## src/rtl/accel_regs_pkg.sv

```systemverilog
package accel_regs_pkg;

  // Fixed byte map of the bank
  localparam int unsigned MAP_ADDR_W = 8;
  localparam int unsigned MAP_BYTE_W = 8;
  localparam int unsigned MAP_AXES   = 3;
  localparam int unsigned CFG_FIRST  = 'h06;
  localparam int unsigned CFG_LAST   = 'h14;
  localparam int unsigned CFG_HOLE_A = 'h0A;
  localparam int unsigned CFG_HOLE_B = 'h0B;
  localparam int unsigned MODE_ADDR  = 'h07;
  localparam int unsigned RANGE_ADDR = 'h13;
  localparam int unsigned MODE_BIT   = 0;
  localparam int unsigned RANGE_MSB  = 7;
  localparam int unsigned RANGE_LSB  = 6;

  typedef enum logic {
    FMT_NARROW = 1'b0,
    FMT_WIDE   = 1'b1
  } axis_fmt_e;

endpackage

```

## src/rtl/accel_axis_slot.sv

```systemverilog
module accel_axis_slot
  import accel_regs_pkg::*;
#(
  parameter int unsigned DATA_W   = 8,
  parameter int unsigned NARROW_W = 6
) (
  input  logic              clk,
  input  logic              rst_n,
  input  logic              upd,
  input  logic [DATA_W-1:0] upd_data,
  input  logic              upd_narrow,
  input  logic              rd_hit,
  input  axis_fmt_e         fmt,
  output logic [DATA_W-1:0] view
);

  localparam int unsigned EXT_W = DATA_W - NARROW_W;
  localparam int unsigned PAD_W = DATA_W - NARROW_W - 1;

  logic [DATA_W-1:0] sample_q;
  logic [DATA_W-1:0] sample_d;
  logic [DATA_W-1:0] upd_ext;
  logic              collide;

  // Six-bit input widened with its own sign bit
  always_comb begin
    upd_ext = {{EXT_W{upd_data[NARROW_W-1]}}, upd_data[NARROW_W-1:0]};
    sample_d = upd_narrow ? upd_ext : upd_data;
  end

  always_ff @(posedge clk or negedge rst_n) begin
    if (!rst_n) begin
      sample_q <= '0;
    end else if (upd) begin
      sample_q <= sample_d;
    end
  end

  // A read meeting an update sees the previous sample plus the warning bit
  assign collide = upd & rd_hit;

  always_comb begin
    if (fmt == FMT_WIDE) begin
      view = sample_q;
    end else begin
      view = {{PAD_W{1'b0}}, collide, sample_q[NARROW_W-1:0]};
    end
  end

endmodule

```

## src/rtl/accel_cfg_bank.sv

```systemverilog
module accel_cfg_bank
  import accel_regs_pkg::*;
#(
  parameter int unsigned ADDR_W = 8,
  parameter int unsigned DATA_W = 8
) (
  input  logic              clk,
  input  logic              rst_n,
  input  logic              wr,
  input  logic [ADDR_W-1:0] addr,
  input  logic [DATA_W-1:0] wdata,
  output logic [DATA_W-1:0] rd_byte,
  output logic              mode_active,
  output logic [1:0]        range_sel
);

  localparam int unsigned NCFG      = CFG_LAST - CFG_FIRST + 1;
  localparam int unsigned MODE_IDX  = MODE_ADDR - CFG_FIRST;
  localparam int unsigned RANGE_IDX = RANGE_ADDR - CFG_FIRST;
  localparam logic [ADDR_W-1:0] A_MODE = ADDR_W'(MODE_ADDR);

  logic [NCFG-1:0][DATA_W-1:0] cfg_q;
  logic [NCFG-1:0][DATA_W-1:0] cfg_d;
  logic [NCFG-1:0]             hit;
  logic                        wr_ok;

  // One decode line per implemented byte; holes never decode
  for (genvar g = 0; g < NCFG; g++) begin : g_dec
    localparam int unsigned A = CFG_FIRST + g;
    if (A == CFG_HOLE_A || A == CFG_HOLE_B) begin : g_hole
      assign hit[g] = 1'b0;
    end else begin : g_live
      assign hit[g] = (addr == ADDR_W'(A));
    end
  end

  assign mode_active = cfg_q[MODE_IDX][MODE_BIT];
  assign range_sel   = cfg_q[RANGE_IDX][RANGE_MSB:RANGE_LSB];

  // Standby gate: only the mode byte stays writable while active
  assign wr_ok = wr && (|hit) && (!mode_active || addr == A_MODE);

  always_comb begin
    cfg_d = cfg_q;
    for (int i = 0; i < NCFG; i++) begin
      if (hit[i]) cfg_d[i] = wdata;
    end
  end

  always_ff @(posedge clk or negedge rst_n) begin
    if (!rst_n) begin
      cfg_q <= '0;
    end else if (wr_ok) begin
      cfg_q <= cfg_d;
    end
  end

  always_comb begin
    rd_byte = '0;
    for (int i = 0; i < NCFG; i++) begin
      if (hit[i]) rd_byte = cfg_q[i];
    end
  end

endmodule

```

## src/rtl/accel_rd_port.sv

```systemverilog
module accel_rd_port #(
  parameter int unsigned ADDR_W = 8,
  parameter int unsigned DATA_W = 8,
  parameter int unsigned AXES   = 3
) (
  input  logic                       clk,
  input  logic                       rst_n,
  input  logic                       rd,
  input  logic [ADDR_W-1:0]          addr,
  input  logic [AXES-1:0][DATA_W-1:0] axis_view,
  input  logic [DATA_W-1:0]          cfg_byte,
  output logic [DATA_W-1:0]          rdata
);

  logic [DATA_W-1:0] rdata_d;
  logic [DATA_W-1:0] rdata_q;

  always_comb begin
    rdata_d = cfg_byte;
    for (int i = 0; i < AXES; i++) begin
      if (addr == ADDR_W'(i)) rdata_d = axis_view[i];
    end
  end

  always_ff @(posedge clk or negedge rst_n) begin
    if (!rst_n) begin
      rdata_q <= '0;
    end else if (rd) begin
      rdata_q <= rdata_d;
    end
  end

  assign rdata = rdata_q;

endmodule

```

## src/rtl/accel_sample_regs.sv

```systemverilog
module accel_sample_regs
  import accel_regs_pkg::*;
#(
  parameter int unsigned ADDR_W   = MAP_ADDR_W,
  parameter int unsigned DATA_W   = MAP_BYTE_W,
  parameter int unsigned NARROW_W = 6,
  parameter int unsigned AXES     = MAP_AXES
) (
  input  logic              clk,
  input  logic              rst_n,
  input  logic              bus_rd,
  input  logic              bus_wr,
  input  logic [ADDR_W-1:0] bus_addr,
  input  logic [DATA_W-1:0] bus_wdata,
  output logic [DATA_W-1:0] bus_rdata,
  input  logic [AXES-1:0]   smp_wr,
  input  logic [DATA_W-1:0] smp_data,
  input  logic              smp_narrow,
  output logic              cfg_mode,
  output logic [1:0]        cfg_range
);

  logic [1:0]                 rst_sync;
  logic                       rst_n_i;
  logic [AXES-1:0][DATA_W-1:0] axis_view;
  logic [DATA_W-1:0]          cfg_byte;
  axis_fmt_e                  fmt;

  // Reset asserts at once and leaves on the second clock edge
  always_ff @(posedge clk or negedge rst_n) begin
    if (!rst_n) begin
      rst_sync <= 2'b00;
    end else begin
      rst_sync <= {rst_sync[0], 1'b1};
    end
  end
  assign rst_n_i = rst_sync[1];

  assign fmt = (cfg_range == 2'b00) ? FMT_NARROW : FMT_WIDE;

  for (genvar g = 0; g < AXES; g++) begin : g_axis
    accel_axis_slot #(
      .DATA_W   (DATA_W),
      .NARROW_W (NARROW_W)
    ) u_slot (
      .clk        (clk),
      .rst_n      (rst_n_i),
      .upd        (smp_wr[g]),
      .upd_data   (smp_data),
      .upd_narrow (smp_narrow),
      .rd_hit     (bus_rd && bus_addr == ADDR_W'(g)),
      .fmt        (fmt),
      .view       (axis_view[g])
    );
  end

  accel_cfg_bank #(
    .ADDR_W (ADDR_W),
    .DATA_W (DATA_W)
  ) u_cfg (
    .clk         (clk),
    .rst_n       (rst_n_i),
    .wr          (bus_wr),
    .addr        (bus_addr),
    .wdata       (bus_wdata),
    .rd_byte     (cfg_byte),
    .mode_active (cfg_mode),
    .range_sel   (cfg_range)
  );

  accel_rd_port #(
    .ADDR_W (ADDR_W),
    .DATA_W (DATA_W),
    .AXES   (AXES)
  ) u_rd (
    .clk       (clk),
    .rst_n     (rst_n_i),
    .rd        (bus_rd),
    .addr      (bus_addr),
    .axis_view (axis_view),
    .cfg_byte  (cfg_byte),
    .rdata     (bus_rdata)
  );

endmodule

```

## config.mk

```make
export PLATFORM = sky130hd
export DESIGN_NAME = accel_sample_regs
export DESIGN_NICKNAME = d
export VERILOG_FILES = /design/src/rtl/accel_regs_pkg.sv /design/src/rtl/accel_axis_slot.sv /design/src/rtl/accel_cfg_bank.sv /design/src/rtl/accel_rd_port.sv /design/src/rtl/accel_sample_regs.sv
export SDC_FILE = /design/constraint.sdc
export NUM_CORES = 1
export LEC_CHECK = 0
export BUFFER_PORTS_ARGS = -buffer_cell sky130_fd_sc_hd__buf_2
export CAP_MARGIN = 20
export CORE_MARGIN = 4
export CORE_UTILIZATION = 60
export DETAILED_ROUTE_END_ITERATION = 7
export GPL_TIMING_DRIVEN = 0
export PLACE_DENSITY_LB_ADDON = 0.12
export SLEW_MARGIN = 15
export SYNTH_ARGS = -nofsm -noshare
export SYNTH_HDL_FRONTEND = slang
export SYNTH_SLANG_ARGS = --single-unit
export TNS_END_PERCENT = 100
```

## constraint.sdc

```tcl
create_clock -name clk -period 5.8 [get_ports clk]
set_input_delay 0.87 -clock clk [delete_from_list [all_inputs] [get_ports clk]]
set_output_delay 0.87 -clock clk [all_outputs]
set_load 0.1 [all_outputs]
```

==> results.md, run 1 <==
* Status: complete, no violations
* Post-route cell area at 8200 µm²
* Drt total wl at 20.2 mm
* GRT Overall Usage at 31.8%
* TritonCTS buffer count at 17
* # IOs at 43
* Ys Warns at 0
* CTS H-tree lvls at 4
* Synthesized area at 7090 µm²
* Initial Utilization at 61.6%
* Fmax at 281 MHz
* Port Buffer Count at 39
* Hold Path Class: primary input to asynchronous set/reset pin
* Hold Buf Count CTS at 0
* Synth cell types at 66
* Worst Tran Pin Value at 1.18 ns
* Initial antenna violation count at 0
* Final setup viols at 0
* DIE AREA at 13600 µm²
* Arr. time, crit path at 3.91 ns
* Clk Latency, worst-skew pair at 0.42 ns
* Seq/Total Area, Yosys at 48.7%
* Required time worst endpoint at 6.15 ns
* Antenna Violating Nets Remaining at 0
* Root buffer cell: clkbuf_16
* Ys async rst share at 100%
* Commonest non-fill, non-tap cell in the layout: dfrtp_1
* VDD IR-drop max at 0.280 mV
* Critical Path End Type: register
* Number of global-route vias before repair at 5694
* # DRC at 0
* Clock buffer depth at 2
* Avg Inst Size Synth at 11.9 µm²
* Vias/cell at 6.73
* Share of cells above drive strength 1 at 36.5%
* Post-DP HPWL at 13.9 mm
* Max Slew Vio Count at 0
* ANT cells at 0
* Wire per inst at 24.9 µm
* Synthesized flop and latch total at 138
* Post-Syn Instances at 595
* Die width at 117 µm
* Power Dens Cells at 310 nW/µm²
* TritonCTS clock tree: yes
* Final GP Congestion at 1.03
* Multi-input logic area at 3410 µm²
* CTS sink count at 138
* Max-cap viol count at 0
* Hold Fails Final Rpt at 0
* Die Y at 117 µm
* Critical path class: primary input to register
* Max Clock Skew at 0.00702 ns
* Syn_nets at 627
* RSZ-0062 raised after global routing: no
* Ys flop type: dfrtp_1
* Max_slew headroom at 19.2%
* FP Rows at 39
* Core footprint at 11500 µm²
* Detailed Routing Iterations Pass 1 at 8
* Post-synth EDFFs at 0
* Critical Path Source Type: primary input
* Post-CTS Resized at 0
* Final worst-path cycle share at 61.3%
* Largest net degree at the start of global routing at 50
* Total number of vias at 5461
* Placed inst area at 7530 µm²
* Synth-to-Final Area Change at 15.6%
* FF+latch area at 3460 µm²
* Leakage power at 3.71 nW
* Most frequent cells in the layout: 137 x dfrtp_1, 120 x mux2_2, 45 x buf_2
* Fin crit period at 3.56 ns
* First-pass GRT wire length at 31.9 mm
* Grt total ovfl at 0
* FILL cells at 808
* Postcts setup bufs at 0
* Setup Total Neg Slack at 0 ns
* CP max FO at 10
* 1st-iter DRT viols at 719
* Total power at 2.54 mW
* Clock transition at path regs at 0.06 ns
* Nets at 687
per-layer routing:
metal | GRT usage [%] | part of all wire [%] | up-vias
li1 | - | - | 2369
met1 | 42.2 | 41 | 2666
met2 | 48.3 | 45 | 351
met3 | 9.12 | 9.2 | 75
met4 | 15.2 | 4.2 | 0
met5 | 0 | 0 | -
path summary, 6_finish.rpt:
check                                      startpoint                          end  slack [ns]  cells after the start
max in group asynchronous       rst_sync[1]$_DFF_PN0_  u_cfg.cfg_q[23]$_DFFE_PN0P_        4.80                      1
setup / recovery                          bus_addr[0]    u_rd.rdata[3]$_DFFE_PN0P_        2.24                      7
setup reg to reg           u_cfg.cfg_q[3]$_DFFE_PN0P_    u_rd.rdata[3]$_DFFE_PN0P_        3.71                      5
hold reg to reg                 rst_sync[1]$_DFF_PN0_  u_cfg.cfg_q[89]$_DFFE_PN0P_        0.35                      0
hold / removal                                  rst_n        rst_sync[1]$_DFF_PN0_        0.22                      1
min in group clk                rst_sync[0]$_DFF_PN0_        rst_sync[1]$_DFF_PN0_        0.36                      0
through the flow:
stage / setup WS [ns] / cells / util [%] / hold slack, ns
6_report: 2.24 / 811 / 71.2 / 0.217
2_1_floorplan: 1.67 / 595 / - / 0.331
3_3_place_gp: 0.344 / 777 / 64.8 / 0.336
3_5_place_dp: 1.98 / 779 / 65.4 / 0.344
5_1_grt: 2.19 / 811 / 71.2 / 0.211
4_1_cts: 2.41 / 811 / 71.2 / 0.211
cell usage after synthesis, types with 4 or more instances:
cell type  instances  area (µm²)
a31oi_1            5        31.3
nor4_1             4        25.0
nor2_1            20        75.1
dfrtp_1          138        3450
inv_1              4        15.0
nand4_1            7        43.8
clkbuf_1          31         116
buf_4              5        37.5
a211oi_1           5        37.5
o22ai_1            5        31.3
a21oi_1           25         125
o211ai_1          10        75.1
o2bb2ai_1          5        43.8
o21a_1             4        30.0
nor2b_1            8        50.1
a211o_1            4        35.0
mux2_4            16         240
o21ai_0           28         140
mux2_2           120        1350
a22oi_1            8        60.1
nor3_1            10        50.1
a2111oi_0          4        35.0
nand3_1           20         100
nand2b_1           9        56.3
or2_2              4        25.0
buf_2              6        30.0
nand2_1           14        52.6
a2bb2oi_1          4        35.0
mux2i_1           12         120
where the power goes:
part	switching, mW	internal (mW)
clock network	0.432	0.807
registers	0.0416	1.02
logic	0.148	0.0954
total	0.621	1.92
cell families (layout without fill, tap and decap cells):
logic type | Yosys count | count (layout) | synth area share, %
buf+inv | 51 | 124 | 3.18
mux | 149 | 149 | 24.4
simple gates | 125 | 125 | 10.9
flops | 138 | 138 | 48.7
compound gates | 131 | 131 | 12.7
other cells | 1 | 1 | 0.0529
final cells by class:
cell class | count | share of cell area [%]
Clock inverter | 15 | 3.01
Multi-Input combinational cell | 406 | 41.7
Inverter | 6 | 0.275
Tap cell | 143 | 2.18
Timing Repair Buffer | 41 | 3.05
Sequential cell | 138 | 42.2
Buffer | 45 | 2.47
Clock buffer | 17 | 5.19
critical path, stage by stage:
cell and delay [ns]:
buf_2 0.17, clkbuf_1 0.62, clkbuf_1 0.61, o21ai_0 0.19, a2111oi_0 1.06, o211ai_1 0.22
a21oi_1 0.17
sequential cells by signal, indices dropped and copies added, names as in the netlist:
signal                  count
u_cfg.cfg_q               101
g_axis.u_slot.sample_q     24
u_rd.rdata                  8
rst_sync                    2
u_cfg.range_sel             2
u_cfg.mode_active           1
Note: power is estimated with default switching activity, not from simulation.
==> run 2, diff against run 1 <==
Settings changed: CORE_UTILIZATION 60 to 55.
Clock period 5.8 ns to 2.9 ns, I/O delays scaled along.
==> run 2 against run 1 <==
Global-route usage fell by 3.8 points. Combinational power rose by 100%. Flip-flop and latch count did not move. Sequential share of layout area barely moved. Clock-buffer cell count rose by 5. Sequential power rose by 99%. First-iteration DRC count rose by 5.0%. Critical endpoint is now u_rd.rdata[4]$_DFFE_PN0P_. Via count fell by 0.82%. Clock power rose by 81%. Die area rose by 8.5%. Hold slack improved by 0.052 ns.
==> results.md, run 2 (synthesis gave the netlist of run 1 again) <==
* Antenna Violating Nets Remaining at 0 (unchanged)
* Fin cells at 841 (was 811)
* Pre-CTS WS at -0.523 ns (was 1.98 ns)
* First-pass GRT wire length at 31.0 mm (was 31.9 mm)
* Leakage power at 3.69 nW (was 3.71 nW)
* Root buffer cell: clkbuf_16 (unchanged)
* Initial antenna violation count at 0 (unchanged)
* RSZ-0062 raised after global routing: no (unchanged)
* Largest Register: u_cfg.cfg_q (unchanged)
* VDD IR-drop max at 0.434 mV (was 0.280 mV)
* Status: complete, no violations (unchanged)
* Die width at 122 µm (was 117 µm)
* Synth-to-Final Area Change at 15.6% (about the same)
* Power Dens Cells at 592 nW/µm² (was 310 nW/µm²)
* Arr. time, crit path at 3.20 ns (was 3.91 ns)
* Port Buffer Count at 39 (unchanged)
* Clock share of power at 46.4% (was 48.8%)
* Core footprint at 12600 µm² (was 11500 µm²)
* # IOs at 43 (unchanged)
* Max Slew Vio Count at 0 (unchanged)
* ANT cells at 0 (unchanged)
* Fin crit period at 2.85 ns
* Clock transition at path regs at 0.06 ns (about the same)
* Nets at 688 (was 687)
* TritonCTS buffer count at 17 (unchanged)
* Largest net degree at the start of global routing at 57 (was 50)
* Critical Path Source Type: primary input (unchanged)
* Initial Utilization at 56.2% (was 61.6%)
* Final GP Congestion at 1.00 (was 1.03)
* Fmax at 351 MHz
* Fin worst setup slack at 0.0482 ns (was 2.24 ns)
* Sw Ratio at 24.8% (was 24.4%)
* CTS H-tree lvls at 4 (unchanged)
* Hold_ws at 0.269 ns (was 0.217 ns)
* CP max FO at 10 (unchanged)
* Grt total ovfl at 0 (unchanged)
* Post-DP HPWL at 13.8 mm (was 13.9 mm)
* Total number of vias at 5416 (was 5461)
* Required time worst endpoint at 3.25 ns (was 6.15 ns)
* # DRC at 0 (unchanged)
* Die Y at 122 µm (was 117 µm)
* FILL cells at 1015 (was 808)
* Detailed Routing Iterations Pass 1 at 6 (was 8)
* Max Clock Skew at 0.0141 ns (was 0.00702 ns)
* Final worst-path cycle share at 98.3%
* GRT Overall Usage at 28.0% (was 31.8%)
* Wire per inst at 23.7 µm (was 24.9 µm)
* Share of cells above drive strength 1 at 36.5% (about the same)
* DIE AREA at 14800 µm² (was 13600 µm²)
* Critical path class: primary input to register (unchanged)
* Max-cap viol count at 0 (unchanged)
* Vias/cell at 6.44 (was 6.73)
* Critical Path End Type: register (unchanged)
* Max FFs per register at 101 (unchanged)
* CTS sink count at 138 (unchanged)
* Worst Tran Pin Value at 0.969 ns (was 1.18 ns)
* Switching power at 1.21 mW (was 0.621 mW)
* Flop pwr share at 43.5% (was 41.7%)
* Placed cell count at 808 (was 779)
* Most frequent cells in the layout: 137 x dfrtp_1, 120 x mux2_2, 45 x buf_2 (unchanged)
* Commonest non-fill, non-tap cell in the layout: dfrtp_1 (unchanged)
* Hold Fails Final Rpt at 0 (unchanged)
* Max_slew headroom at 35.3% (was 19.2%)
* 1st-iter DRT viols at 755 (was 719)
* FP Rows at 41 (was 39)
* Clock buffer depth at 2 (unchanged)
* Clk Latency, worst-skew pair at 0.43 ns (was 0.42 ns)
* Combinational power share at 10.1% (was 9.6%)
* Number of global-route vias before repair at 5386 (was 5694)
* Final setup viols at 0 (unchanged)
* TritonCTS clock tree: yes (unchanged)
* Drt total wl at 20.0 mm (was 20.2 mm)
* Cell Int Power at 3.65 mW (was 1.92 mW)
* Hold Path Class: register to asynchronous set/reset pin (was primary input to asynchronous set/reset pin)
run 2: layout make-up:
cell class,instances,area (µm²),area share (%)
Timing Repair Buffer,42,260,3.17
Clock inverter,10,143,1.74
Clock buffer,22,474,5.78
Inverter,6,22.5,0.275
Buffer,45,204,2.49
Multi-Input combinational cell,406,3420,41.8
Tap cell,172,215,2.62
Sequential cell,138,3460,42.2
run 2: per-layer routing:
metal / track usage [%] / routed length (µm) / vias up
li1: - / - / 2377
met1: 39.0 / 8730 / 2714
met2: 41.0 / 8780 / 261
met3: 6.27 / 1450 / 64
met4: 15.0 / 1000 / 0
met5: 0 / 0 / -
run 2: power groups by stage:
stage	Sequential, mW	Combinational, mW	Clock, mW
floorplan	2.16	0.284	0
detailed placement	2.14	0.480	0
global placement	2.16	0.433	0
global route	2.12	0.524	2.37
finish	2.11	0.490	2.25
CTS	2.11	0.485	2.28
run 2: worst max-delay path, cell delays in order:
cell       delay, ns
buf_2           0.17
clkbuf_1        0.58
clkbuf_1        0.61
o21ai_0         0.19
a2111oi_1       0.84
o211ai_1        0.21
a21oi_1         0.16
run 2: worst paths after layout:
check / start / cells after the start / slack, ns / end
min in group clk: smp_data[3] / 2 / 0.28 / g_axis[2].u_slot.sample_q[3]$_DFFE_PN0P_
min: rst_sync[1]$_DFF_PN0_ / 0 / 0.27 / u_cfg.cfg_q[76]$_DFFE_PN0P_
min reg2reg: rst_sync[1]$_DFF_PN0_ / 0 / 0.27 / u_cfg.cfg_q[76]$_DFFE_PN0P_
max reg2reg: u_cfg.mode_active$_DFFE_PN0P_ / 5 / 0.85 / u_rd.rdata[0]$_DFFE_PN0P_
max in group asynchronous: rst_sync[1]$_DFF_PN0_ / 2 / 1.70 / u_cfg.cfg_q[7]$_DFFE_PN0P_
max: bus_addr[0] / 7 / 0.05 / u_rd.rdata[4]$_DFFE_PN0P_
run 2: per-stage QoR:
step | cell area, µm² | util [%] | power [mW] | setup TNS, ns
detailed placement | 7560 | 59.9 | 2.62 | -4.10
floorplan | 7090 | - | 2.45 | 0
finish | 8200 | 65.0 | 4.85 | 0
global placement | 7500 | 59.5 | 2.60 | -23.99
global route | 8200 | 65.0 | 5.02 | 0
CTS | 8190 | 64.9 | 4.88 | 0
run 2: timing repair:
item	in CTS	in global routing
endpoints found under the hold margin	2	0
resized for setup	3	2
setup endpoints to repair	3	2
cloned	0	0
hold buffers	1	0
buffers inserted	0	0
